[src/rtl/lc_pkg.sv]
package lc_pkg;

  typedef enum logic [1:0] {
    DEC_IDLE  = 2'd0,
    DEC_AGAIN = 2'd1,
    DEC_EXIT  = 2'd2
  } lc_dec_e;

  // Completion decision: a pending break wins, then condition or continue.
  function automatic lc_dec_e lc_decide(input logic at_end,
                                        input logic pred,
                                        input logic cont,
                                        input logic brk);
    if (!at_end)           return DEC_IDLE;
    else if (brk)          return DEC_EXIT;
    else if (pred || cont) return DEC_AGAIN;
    else                   return DEC_EXIT;
  endfunction

endpackage

[src/rtl/lc_busy.sv]
module lc_busy (
  input  logic clk,
  input  logic rst_n,
  input  logic set_i,
  input  logic clr_i,
  output logic busy_o
);
  logic busy_q;

  always_ff @(posedge clk) begin
    if (!rst_n)     busy_q <= 1'b0;
    else if (set_i) busy_q <= 1'b1;
    else if (clr_i) busy_q <= 1'b0;
  end

  assign busy_o = busy_q;
endmodule

[src/rtl/lc_kick.sv]
module lc_kick (
  input  logic clk,
  input  logic rst_n,
  input  logic launch_i,
  input  logic body_done_i,
  output logic pulse_o,
  output logic pend_o
);
  logic fire_q;
  logic pend_q;

  // The pulse is registered, so it lasts exactly one cycle per launch.
  always_ff @(posedge clk) begin
    if (!rst_n) fire_q <= 1'b0;
    else        fire_q <= launch_i;
  end

  // The pending flag covers the gap until the child drops its done line.
  always_ff @(posedge clk) begin
    if (!rst_n)            pend_q <= 1'b0;
    else if (launch_i)     pend_q <= 1'b1;
    else if (!body_done_i) pend_q <= 1'b0;
  end

  assign pulse_o = fire_q;
  assign pend_o  = pend_q;
endmodule

[src/rtl/lc_brk_latch.sv]
module lc_brk_latch #(
  parameter bit ENABLE = 1'b1
) (
  input  logic clk,
  input  logic rst_n,
  input  logic busy_i,
  input  logic brk_i,
  input  logic clr_i,
  output logic seen_o
);
  generate
    if (ENABLE) begin : g_brk
      logic hold_q;
      always_ff @(posedge clk) begin
        if (!rst_n)                hold_q <= 1'b0;
        else if (clr_i)            hold_q <= 1'b0;
        else if (busy_i && brk_i)  hold_q <= 1'b1;
      end
      assign seen_o = hold_q || (busy_i && brk_i);
    end else begin : g_nobrk
      logic unused_brk;
      assign unused_brk = &{1'b0, clk, rst_n, busy_i, brk_i, clr_i};
      assign seen_o = 1'b0;
    end
  endgenerate
endmodule

[src/rtl/loop_while_ctrl.sv]
module loop_while_ctrl #(
  parameter bit HAS_BREAK    = 1'b1,
  parameter bit HAS_CONTINUE = 1'b1
) (
  input  logic clk,
  input  logic rst_n,
  input  logic start_i,
  output logic done_o,
  input  logic cond_i,
  input  logic brk_i,
  input  logic cont_i,
  output logic body_start_o,
  input  logic body_done_i
);
  import lc_pkg::*;

  // Named internal events used by the checker.
  logic    busy_q;
  logic    pend_w;
  logic    accept_w;
  logic    go_first_w;
  logic    at_end_w;
  logic    cont_w;
  logic    brk_seen_w;
  lc_dec_e dec_w;
  logic    again_w;
  logic    exit_w;
  logic    launch_w;

  assign done_o     = !busy_q;
  assign accept_w   = start_i && !busy_q;
  assign go_first_w = accept_w && cond_i;
  assign at_end_w   = busy_q && body_done_i && !pend_w;

  generate
    if (HAS_CONTINUE) begin : g_cont
      assign cont_w = cont_i;
    end else begin : g_nocont
      logic unused_cont;
      assign unused_cont = cont_i;
      assign cont_w = 1'b0;
    end
  endgenerate

  assign dec_w    = lc_decide(at_end_w, cond_i, cont_w, brk_seen_w);
  assign again_w  = (dec_w == DEC_AGAIN);
  assign exit_w   = (dec_w == DEC_EXIT);
  assign launch_w = go_first_w || again_w;

  lc_busy u_busy (
    .clk    (clk),
    .rst_n  (rst_n),
    .set_i  (go_first_w),
    .clr_i  (exit_w),
    .busy_o (busy_q)
  );

  lc_kick u_kick (
    .clk         (clk),
    .rst_n       (rst_n),
    .launch_i    (launch_w),
    .body_done_i (body_done_i),
    .pulse_o     (body_start_o),
    .pend_o      (pend_w)
  );

  lc_brk_latch #(.ENABLE(HAS_BREAK)) u_brk (
    .clk    (clk),
    .rst_n  (rst_n),
    .busy_i (busy_q),
    .brk_i  (brk_i),
    .clr_i  (exit_w),
    .seen_o (brk_seen_w)
  );
endmodule

[config.mk]
export PLATFORM = sky130hd
export DESIGN_NAME = loop_while_ctrl
export DESIGN_NICKNAME = d
export VERILOG_FILES = /design/src/rtl/lc_pkg.sv /design/src/rtl/lc_busy.sv /design/src/rtl/lc_kick.sv /design/src/rtl/lc_brk_latch.sv /design/src/rtl/loop_while_ctrl.sv
export SDC_FILE = /design/constraint.sdc
export NUM_CORES = 1
export LEC_CHECK = 0
export BUFFER_PORTS_ARGS = -buffer_cell sky130_fd_sc_hd__clkbuf_2
export CELL_PAD_IN_SITES_DETAIL_PLACEMENT = 1
export CELL_PAD_IN_SITES_GLOBAL_PLACEMENT = 2
export CORE_AREA = 4 4 41 43
export CTS_BUF_LIST = sky130_fd_sc_hd__clkbuf_16
export CTS_CLUSTER_DIAMETER = 200
export DETAILED_ROUTE_END_ITERATION = 6
export DIE_AREA = 0 0 45 47
export PLACE_DENSITY_LB_ADDON = 0.1
export RECOVER_POWER = 25
export SYNTH_ARGS = -nofsm -noshare
export SYNTH_HDL_FRONTEND = slang
export SYNTH_SLANG_ARGS = --single-unit
[constraint.sdc]
create_clock -name clk -period 2.16 [get_ports clk]
set_clock_uncertainty 0.1 [all_clocks]
set_input_delay 0.216 -clock clk [delete_from_list [all_inputs] [get_ports clk]]
set_output_delay 0.216 -clock clk [all_outputs]
set_load 0.1 [all_outputs]
Word level (Yosys, flattened, before mapping). Cells that the tools add are included.

Bits in registers: 4. Input port bits: 7. Output and inout port bits: 2.

Eq/ne operators: 3. Multiplexer cells: 7. Bitwise operators: 1. Reduce and logical (&&, ||, !) cells: 12.

Operator list (number): 2-bit 2-to-1 mux (3); 1-bit logical AND (5); 1-bit 2-to-1 mux (4); 1-bit logical OR (3); 2-bit by 1-bit == test with 1-bit output (second input constant) (1); 2-bit == test (second input constant) (1); 1-bit logical NOT (2); 2-bit by 1-bit inequality test with 1-bit output (second input constant) (1); 2-bit nonzero test (1); 2-bit OR reduction (1); 1-bit NOT (1).

Longest topological paths before layout. Gate-level depths: netlist (run 1).

Depth in word-level cells: 7. Depth in mapped cells: 3. Mapped depth without buffers: 3.

By module. A second synthesis (run 1) with hierarchy kept.

Cells, all modules: 18. Area total of the unflattened synthesis: 173.9 um^2.

By module, submodules not included: lc_kick (times used 1, cells each 5, area an instance 57.6 um^2, sequential area each 40.0 um^2); lc_busy (times used 1, cells each 3, area an instance 41.3 um^2, sequential area each 20.0 um^2); loop_while_ctrl (times used 1, cells each 7, area an instance 38.8 um^2, sequential area each 0.0 um^2); lc_brk_latch (times used 1, cells each 3, area an instance 36.3 um^2, sequential area each 20.0 um^2).

Least setup slack after synthesis (run 1). OpenSTA, ideal clock, no wires.

Path kind: register to register. Start: register u_busy.busy_q (netlist: u_busy.busy_o). End: register u_kick.pend_q (netlist: u_kick.pend_o). Library setup time: 0.079 ns. Data arrival time: 1.236 ns. Required time: 1.981 ns. Path slack: 0.745 ns. Cell stages (with the launch flop): 4. Buffers on the path: 0. Cell sequence: dfxtp_1 > inv_1 > nand3_1 > o211ai_1.

RTL lines: start, declared (RTL line lc_busy.sv:8) `logic busy_q;`; start signal, assigned (RTL line lc_busy.sv:11) `if (!rst_n) busy_q <= 1'b0;`; start signal, assigned (RTL line lc_busy.sv:12) `else if (set_i) busy_q <= 1'b1;`; start signal, assigned (RTL line lc_busy.sv:13) `else if (clr_i) busy_q <= 1'b0;`; 1-bit logical NOT *; named net done_o (RTL line loop_while_ctrl.sv:8) `output logic done_o,`; 1-bit logical AND * (RTL line loop_while_ctrl.sv:31) `assign accept_w = start_i && !busy_q;`; 1-bit logical AND * (RTL line loop_while_ctrl.sv:32) `assign go_first_w = accept_w && cond_i;`; 1-bit logical OR * (RTL line loop_while_ctrl.sv:48) `assign launch_w = go_first_w || again_w;`; 2-bit by 1-bit inequality test with 1-bit output (no line) / 1-bit 2-to-1 mux (equally long branches); end signal, assigned (RTL line lc_kick.sv:20) `if (!rst_n) pend_q <= 1'b0;`; end signal, assigned (RTL line lc_kick.sv:21) `else if (launch_i) pend_q <= 1'b1;`; end signal, assigned (RTL line lc_kick.sv:22) `else if (!body_done_i) pend_q <= 1'b0;`; end, declared (RTL line lc_kick.sv:10) `logic pend_q;`.

Mark *: on every way through the listed nets, which the timed path passes. The rest lies on a longest branch. A chain may end at the register's enable or synchronous reset.

Worst setup path in the final report (run 1).
Start: register u_busy.busy_q (netlist: u_busy.busy_o). End: output done_o.

Word-level cells in the longest chain between the ends: 1.

Ends and longest elaborated chain: 1-bit logical NOT (RTL line loop_while_ctrl.sv:30) `assign done_o = !busy_q;`; end, declared (RTL line loop_while_ctrl.sv:8).

Every way passes these cells.

==> results of run 1 <==
[registers in the layout (all words and copies together), names as in the netlist]
signal / count
u_brk.g_brk.hold_q: 1
u_kick.pend_o: 1
u_kick.pulse_o: 1
u_busy.busy_o: 1
[final cells by class]
| type | count | area, sq um | share of cell area (%) |
|---|---|---|---|
| flip-flops and latches | 4 | 80.08 | 27.12 |
| clock buffers | 3 | 75.07 | 25.42 |
| repair buffers | 8 | 40.04 | 13.56 |
| multi-input cells | 13 | 77.57 | 26.27 |
| inverters | 1 | 3.754 | 1.271 |
| well taps | 15 | 18.77 | 6.356 |
[layout by cell type (no fill, tap or decap), types with 2 or more instances in the layout]
cell type	instances
clkbuf_16	3
clkbuf_2	8
dfxtp_1	4
nand3_1	3
o21ai_1	2
[final timing paths]
check,end,slack (ns),depth (start not counted)
worst max register to register,u_kick.pend_o,1.17,3
worst min register to register,u_kick.pend_o,0.39,2
worst min-delay path,u_kick.pulse_o,0.18,3
worst max-delay path,done_o,0.72,2
[cells by family after synthesis]
kind of cell | count (synthesis) | synth area share, %
flip-flops | 4 | 49.61
AO/OA/AOI/OAI | 6 | 22.48
buffers and inverters | 1 | 2.323
AND/OR/NAND/NOR | 7 | 25.58
[routing by layer]
| metal | vias up | GRT usage (%) | wire, microns |
|---|---|---|---|
| li1 | 87 | - | - |
| met1 | 78 | 5.882 | 205 |
| met2 | 10 | 8.757 | 204 |
| met3 | 5 | 3.831 | 39 |
| met4 | 0 | 10.53 | 42 |
| met5 | - | 0 | 0 |
[stage by stage]
| step | worst slack (ns) | hold slack [ns] | power [mW] | area, sq um | cells |
|---|---|---|---|---|---|
| after global placement | 0.9942 | 0.3893 | 0.1243 | 220.2 | 41 |
| after CTS | 0.7340 | 0.1839 | 0.4150 | 295.3 | 44 |
| after floorplan | 0.7446 | 0.2486 | 0.1109 | 161.4 | 18 |
| after global routing | 0.7049 | 0.2048 | 0.4235 | 295.3 | 44 |
| after detailed placement | 0.9750 | 0.3935 | 0.1237 | 220.2 | 41 |
| final | 0.7236 | 0.1808 | 0.4092 | 295.3 | 44 |
[power by group through the flow]
stage | clock, mW | combinational [mW] | sequential, mW
6_report | 0.287 | 0.0395 | 0.0830
3_5_place_dp | 0 | 0.0398 | 0.0839
2_1_floorplan | 0 | 0.0201 | 0.0909
4_1_cts | 0.292 | 0.0399 | 0.0830
5_1_grt | 0.297 | 0.0427 | 0.0835
3_3_place_gp | 0 | 0.0406 | 0.0837
[critical path: stages (launching register included)]
cell,delay (ns)
dfxtp_1,0.34
inv_1,0.09
clkbuf_2,0.46
==> flow_metrics.py, run 1 <==
metrics = {
    "clock_tree": {
        "numCtsBuffers": 3,
        "cts-root-buf": "clkbuf_16",
        "cts_max_level": 1,
        "clkSinkCount": 4,
        "clk_latency_ns": 0.22,
        "cts_buffer_depth": 2,
        "cts_resized": 0,
        "cts_setup_buffers": 0,
        "clk_pin_slew_ns": 0.03,
        "cts_tree": "done",
        "cts_hold_buf": 0,
    },
    "timing": {
        "fmax_ghz": 0.6962,
        "tns_ns": 0,
        "period_share_pct": 66.50,
        "finalHoldViolCount": 0,
        "rsz0062_at_grt": "false",
        "slew_violations": 0,
        "finalSetupViolations": 0,
        "period_needed_ns": 1.436,
        "max_slew_margin_pct": 63.88,
        "tightestPinTransition_ns": 0.5442,
    },
    "routing": {
        "detail-route-antenna-nets": 0,
        "num_vias": 180,
        "wl_per_cell_microns": 11.14,
        "drc_errors": 0,
        "drt_iter0_drc": 1,
        "finalWirelength_microns": 490,
        "viasPerCell": 4.091,
        "drt_first_pass_iters": 3,
    },
    "yosys": {
        "synth_most_common_cell": "dfxtp_1",
        "synth_area_leaders": "dfxtp_1, nand3_1, o21ai_1, a21oi_2, and3b_1",
        "synth_edf_count": 0,
        "synth-main-ff-cell": "dfxtp_1",
        "netlist_top_cells_count": "dfxtp_1, nand3_1, o21ai_1",
        "ys_seq_area_share_pct": 49.61,
        "synthesis.area_sq_um": 161.4,
        "synth_top_area_share_pct": 49.61,
        "yosys_warnings": 0,
        "synthesis.nets": 25,
        "synth_seq_cells": 4,
        "synth_top_area_cell": "dfxtp_1",
        "avgSynthCellArea_sq_um": 8.967,
        "async_reset_ff_share_pct": 0,
        "syn_inst": 18,
        "ys_types": 12,
    },
    "min_path": {
        "hold_class": "in -> reg",
        "min_from": "rst_n",
    },
    "die": {
        "die_w_microns": 45,
        "ios": 9,
        "die_height_microns": 47,
        "core-area_sq_um": 1301,
        "initial_core_util_pct": 12.40,
        "dieArea_sq_um": 2115,
        "rows": 13,
    },
    "cells_and_area": {
        "fillers": 162,
        "layout-drive-gt1-share_pct": 41.38,
        "num_antenna_cells": 0,
        "fin_util_pct": 22.69,
        "area_growth_pct": 82.95,
        "fin_nets": 38,
    },
    "global_routing": {
        "grt_usage_pct": 6.703,
        "grt_max_degree": 7,
        "gr-total-overflow": 0,
        "antenna_found_initial": 0,
        "grt_pass1_wl_microns": 855,
        "grt_pass1_vias": 202,
    },
    "worst_setup_path": {
        "cp_max_fo": 5,
        "startpoint": "u_busy.busy_o",
        "arrival_ns": 1.12,
        "required_ns": 1.84,
        "setup.worst_path.start_class": "flip-flop",
        "crit_type": "reg -> out",
        "crit_path_end_kind": "output port",
        "reg2reg_from": "u_busy.busy_o",
    },
    "power_and_ir_drop": {
        "max-vdd-ir-drop_v": 0.0003643,
        "p_leak_nw": 0.1284,
        "p_seq_share_pct": 20.3,
        "switchingPower_mw": 0.08244,
        "swShare_pct": 20.15,
        "combPwrFrac_pct": 9.7,
        "internal-power_mw": 0.3268,
        "power_density_nw_per_um2": 1386,
        "pwr-share-clk_pct": 70.1,
    },
    "flow_run": {
        "maxCapViolCount": 0,
    },
    "run_status": {
        "status": "finished, final reports clean",
    },
    "placement": {
        "routabilityCongestion": 0.6837,
        "port_buffers": 8,
    },
}
Note: power is estimated with default switching activity, not from simulation.
==> run 2: changes to the inputs <==
ABC_AREA = 1   (was not set)
clock period = 1.2 ns   (was 2.16 ns; I/O delays follow)
==> run 2 against run 1 <==
Critical path depth did not move. Highest routed layer unchanged. Critical path type unchanged. Cell area rose by 22%. Register-to-register slack got worse by 0.96 ns. Core utilization rose by 5.1 points. Global-route usage fell by 0.39 points.
==> flow_metrics.py, run 2 <==
metrics = {
    "power_and_ir_drop": {
        "max-vdd-ir-drop_v": 0.0009646,
        "p_leak_nw": 0.1782,
        "p_total_mw": 0.7697,
        "power_density_nw_per_um2": 2129,
    },
    "die": {
        "die_height_microns": 47,
        "ios": 9,
        "rows": 13,
        "initial_core_util_pct": 14.33,
        "core-area_sq_um": 1301,
        "die_w_microns": 45,
        "dieArea_sq_um": 2115,
    },
    "yosys": {
        "synth_edf_count": 0,
        "ys_seq_area_share_pct": 42.95,
        "netlist_top_cells_count": "nand2_1, inv_1, dfxtp_1, nand3_1, a21oi_1",
        "ys_types": 10,
        "async_reset_ff_share_pct": 0,
        "synth-main-ff-cell": "dfxtp_1",
        "yosys_warnings": 0,
        "synth_seq_cells": 4,
        "synthesis.nets": 33,
        "synth_area_leaders": "dfxtp_1, nand2_1, inv_1, nand3_1, nor2_4",
        "synth_top_area_share_pct": 42.95,
        "syn_inst": 26,
        "synthesis.area_sq_um": 186.4,
        "avgSynthCellArea_sq_um": 7.170,
        "synth_most_common_cell": "nand2_1",
        "synth_top_area_cell": "dfxtp_1",
    },
    "worst_setup_path": {
        "crit_slowest_cell": "dfxtp_4",
        "setup.worst_path.start_class": "flip-flop",
        "startpoint": "u_busy.busy_o",
        "ff2ff_path_depth": 5,
        "crit_path_end_kind": "output port",
        "reg2reg_from": "u_busy.busy_o",
        "endpoint": "done_o",
        "rr_endpoint": "u_kick.pend_o",
        "crit_type": "reg -> out",
        "max_stage_delay_ns": 0.37,
        "required_ns": 0.98,
        "arrival_ns": 0.90,
        "reg2reg_slack_ns": 0.21,
        "cp_max_fo": 5,
        "worstPathCellList": "clkinvlp_4, buf_12",
    },
    "placement": {
        "place_hpwl_microns": 441.1,
        "port_buffers": 8,
        "routabilityCongestion": 0.6512,
        "placed_cell_area_sq_um": 282.8,
    },
    "timing": {
        "finalHoldViolCount": 0,
        "slew_violations": 0,
        "period_share_pct": 92.93,
        "fmax_ghz": 0.8967,
        "tightestPinTransition_ns": 0.1939,
        "finalSetupViolations": 0,
        "rsz0062_at_grt": "false",
        "period_needed_ns": 1.115,
        "max_slew_margin_pct": 87.07,
    },
    "global_routing": {
        "grt_pass1_wl_microns": 869,
        "grt_max_degree": 6,
        "gr-total-overflow": 0,
        "antenna_found_initial": 0,
        "grt_usage_pct": 6.309,
        "grt_pass1_vias": 222,
    },
    "cells_and_area": {
        "fillers": 169,
        "design_area_sq_um": 361.6,
        "num_antenna_cells": 0,
        "area_growth_pct": 93.96,
        "multi_input_area_sq_um": 83.83,
        "seq_area_sq_um": 83.83,
        "fin_nets": 46,
        "final_cell_mix": "nand2_1, clkbuf_2, inv_1",
        "layout_commonest_cell": "nand2_1",
        "layout-drive-gt1-share_pct": 42.11,
    },
    "routing": {
        "wl_per_cell_microns": 10.09,
        "drc_errors": 0,
        "drt_first_pass_iters": 2,
        "drt_iter0_drc": 1,
        "dr_wl_met3_microns": 30,
        "detail-route-antenna-nets": 0,
        "finalWirelength_microns": 535,
        "viasPerCell": 3.698,
        "num_vias": 196,
        "drt-met1-wl_microns": 197,
        "highest_layer": "met4",
        "met2WireLength_microns": 295,
    },
    "clock_tree": {
        "cts_setup_buffers": 0,
        "cts-root-buf": "clkbuf_16",
        "numCtsBuffers": 3,
        "cts_buffer_depth": 2,
        "cts_max_level": 1,
        "cts_resized": 0,
        "cts_hold_buf": 0,
        "clk_pin_slew_ns": 0.03,
        "clk_latency_ns": 0.22,
        "cts_tree": "done",
        "clkSinkCount": 4,
    },
    "min_path": {
        "hold_class": "in -> reg",
        "min_path_cells": 3,
    },
    "flow_run": {
        "maxCapViolCount": 0,
    },
    "run_status": {
        "status": "finished, final reports clean",
    },
}
## run 2: cell count changes after synthesis, sizes merged
cell and change:
nand2 +7, inv +4, o21ai -3, and2 -1, and3b -1, clkinv +1
nand3 +1, nor2 +1, nor3 +1, nor3b -1, o211ai -1
## run 2: critical path: cells and delay by family, from the launching register on
family | cells | cell delay [ns]
buffers and inverters | 2 | 0.30
flip-flops | 1 | 0.37
## run 2: layer usage
layer  GRT usage [%]  up-vias
met5               0        -
met4           7.018        0
met3           2.299        2
met2           10.73        4
met1           5.430       87
li1                -      103
## run 2: cells by family after synthesis
kind of cell	Yosys count	synth area share, %
DFF	4	42.95
and+or+nand+nor	14	39.60
AOI/OAI and AO/OA	2	5.369
buffers and inverters	6	12.08
## run 2: layout make-up
cell class / instances / area share, %
multi-input cells: 16 / 23.18
well taps: 15 / 5.190
inverters: 6 / 7.266
flip-flops and latches: 4 / 23.18
clock inverters: 1 / 1.038
repair buffers: 8 / 19.38
clock buffers: 3 / 20.76
## run 2: per-stage QoR
| stage | instances | worst slack, ns | hold WS, ns | utilization, % | setup TNS [ns] |
|---|---|---|---|---|---|
| detailed placement | 49 | 0.2014 | 0.2845 | 21.73 | 0 |
| global route | 53 | 0.05089 | 0.07100 | 27.79 | 0 |
| finish | 53 | 0.08481 | 0.05537 | 27.79 | 0 |
| floorplan | 26 | -0.1717 | 0.1364 | - | -0.4143 |
| CTS | 53 | 0.07715 | 0.06070 | 27.79 | 0 |
| global placement | 49 | 0.1953 | 0.2720 | 21.73 | 0 |
## run 2: how the worst min path moves through the flow
stage / endpoint / slack [ns] / from
after floorplan: u_kick.pulse_o / 0.14 / rst_n
after global placement: u_busy.busy_o / 0.27 / rst_n
after detailed placement: u_busy.busy_o / 0.28 / rst_n
after CTS: u_kick.pend_o / 0.06 / body_done_i
after global routing: u_kick.pend_o / 0.07 / body_done_i
final: u_kick.pulse_o / 0.06 / rst_n
## run 2: where the power goes
part	switching (mW)	internal (mW)
sequential	0.00993	0.143
combinational	0.0574	0.0346
clock	0.0949	0.430
==> run 3: changes to the inputs <==
MAX_ROUTING_LAYER = met4   (was not set)
==> run 3 against run 2 <==
Combinational power about the same. Sequential power about the same. Worst hold slack about the same. Core utilization unchanged. Clock-buffer cell count unchanged. Critical endpoint unchanged.
==> flow_metrics.py, run 3 (same netlist as run 2, synthesis figures left out) <==
metrics = {
    "worst_setup_path": {
        "crit_path_end_kind": "output port",
        "required_ns": 0.98,
        "crit_slowest_cell": "dfxtp_4",
        "arrival_ns": 0.90,
        "cp_max_fo": 5,
        "max_stage_delay_ns": 0.37,
        "setup.worst_path.start_class": "flip-flop",
        "critPathBufInv": 2,
        "crit_type": "reg -> out",
        "worstPathCellList": "clkinvlp_4, buf_12",
        "cp_top_family": "flip-flops",
    },
    "clock_tree": {
        "clk_pin_slew_ns": 0.03,
        "cts_resized": 0,
        "cts_max_level": 1,
        "clkSinkCount": 4,
        "clk_latency_ns": 0.22,
        "cts_tree": "done",
        "cts_hold_buf": 0,
        "cts_buffer_depth": 2,
        "cts-root-buf": "clkbuf_16",
        "cts_setup_buffers": 0,
        "numCtsBuffers": 3,
    },
    "global_routing": {
        "grt_usage_pct": 6.515,
        "gr-total-overflow": 0,
        "grt_pass1_vias": 223,
        "antenna_found_initial": 0,
        "grt_pass1_wl_microns": 869,
        "grt_max_degree": 6,
    },
    "die": {
        "ios": 9,
        "initial_core_util_pct": 14.33,
        "dieArea_sq_um": 2115,
        "core-area_sq_um": 1301,
        "die_w_microns": 45,
        "rows": 13,
        "die_height_microns": 47,
    },
    "cells_and_area": {
        "area_growth_pct": 93.96,
        "layout_commonest_cell": "nand2_1",
        "instances_no_fill": 53,
        "final_cell_mix": "nand2_1, clkbuf_2, inv_1",
        "fin_util_pct": 27.79,
        "fillers": 169,
        "layout-drive-gt1-share_pct": 42.11,
        "num_antenna_cells": 0,
        "fin_nets": 46,
    },
    "timing": {
        "fmax_ghz": 0.8967,
        "finalSetupViolations": 0,
        "period_share_pct": 92.93,
        "tightestPinTransition_ns": 0.1939,
        "max_slew_margin_pct": 87.07,
        "finalHoldViolCount": 0,
        "slew_violations": 0,
        "rsz0062_at_grt": "false",
        "period_needed_ns": 1.115,
    },
    "routing": {
        "drt_first_pass_iters": 2,
        "drt_iter0_drc": 1,
        "drc_errors": 0,
        "wl_per_cell_microns": 10.09,
        "detail-route-antenna-nets": 0,
        "viasPerCell": 3.698,
        "num_vias": 196,
        "finalWirelength_microns": 535,
    },
    "placement": {
        "routabilityCongestion": 0.6570,
        "place_hpwl_microns": 441.1,
        "dp.cells": 49,
        "port_buffers": 8,
    },
    "flow_run": {
        "maxCapViolCount": 0,
    },
    "power_and_ir_drop": {
        "power_density_nw_per_um2": 2129,
        "pwr-share-clk_pct": 68.2,
        "internal-power_mw": 0.6074,
        "combPwrFrac_pct": 12.0,
        "p_seq_share_pct": 19.8,
        "switchingPower_mw": 0.1623,
        "p_leak_nw": 0.1782,
        "swShare_pct": 21.09,
        "max-vdd-ir-drop_v": 0.0009646,
    },
    "run_status": {
        "status": "finished, final reports clean",
    },
    "min_path": {
        "hold_class": "in -> reg",
    },
}
-- run 3: cell counts in the layout (fill, tap and decap cells not counted) --
No cell type changed its count.
-- run 3: power by group through the flow --
| stage | registers [mW] | clock network, mW | logic [mW] |
|---|---|---|---|
| floorplan | 0.166 | 0 | 0.0416 |
| global placement | 0.154 | 0 | 0.0927 |
| detailed placement | 0.155 | 0 | 0.0931 |
| CTS | 0.153 | 0.533 | 0.0940 |
| global route | 0.154 | 0.547 | 0.0983 |
| finish | 0.153 | 0.525 | 0.0921 |
-- run 3: final timing paths --
check | from | endpoint | slack [ns] | cells past startpoint
setup / recovery | u_busy.busy_o | done_o | 0.08 | 2
hold / removal | rst_n | u_kick.pulse_o | 0.06 | 3
setup reg to reg | u_busy.busy_o | u_kick.pend_o | 0.21 | 5
hold reg to reg | u_kick.pend_o | u_kick.pend_o | 0.40 | 2
-- run 3: routing by layer --
layer | up-vias | track usage [%] | wire (microns)
li1 | 103 | - | -
met1 | 87 | 5.430 | 197
met2 | 4 | 10.73 | 295
met3 | 2 | 2.299 | 30
met4 | 0 | 7.018 | 12
met5 | - | - | 0
-- run 3: area by class of cell --
| type | count | area (sq um) | area share, % |
|---|---|---|---|
| Clock inverter | 1 | 3.754 | 1.038 |
| Clock buffer | 3 | 75.07 | 20.76 |
| Inverter | 6 | 26.28 | 7.266 |
| Tap cell | 15 | 18.77 | 5.190 |
| Sequential cell | 4 | 83.83 | 23.18 |
| Timing Repair Buffer | 8 | 70.07 | 19.38 |
| Multi-Input combinational cell | 16 | 83.83 | 23.18 |
-- run 3: worst register-to-register path, delay by kind of cell, from the launching register on --
family             cells  cell delay (ns)
and+or+nand+nor        4             0.29
DFF                    1             0.36
AOI/OAI and AO/OA      1             0.19
-- run 3: per-stage QoR --
stage / setup TNS, ns / instance area (sq um) / worst slack (ns) / total power, mW / hold slack [ns]
finish: 0 / 361.6 / 0.08481 / 0.7697 / 0.05537
global route: 0 / 361.6 / 0.05090 / 0.7987 / 0.07100
CTS: 0 / 361.6 / 0.07715 / 0.7802 / 0.06070
detailed placement: 0 / 282.8 / 0.2014 / 0.2477 / 0.2845
global placement: 0 / 282.8 / 0.1953 / 0.2464 / 0.2720
floorplan: -0.4143 / 193.9 / -0.1717 / 0.2072 / 0.1364
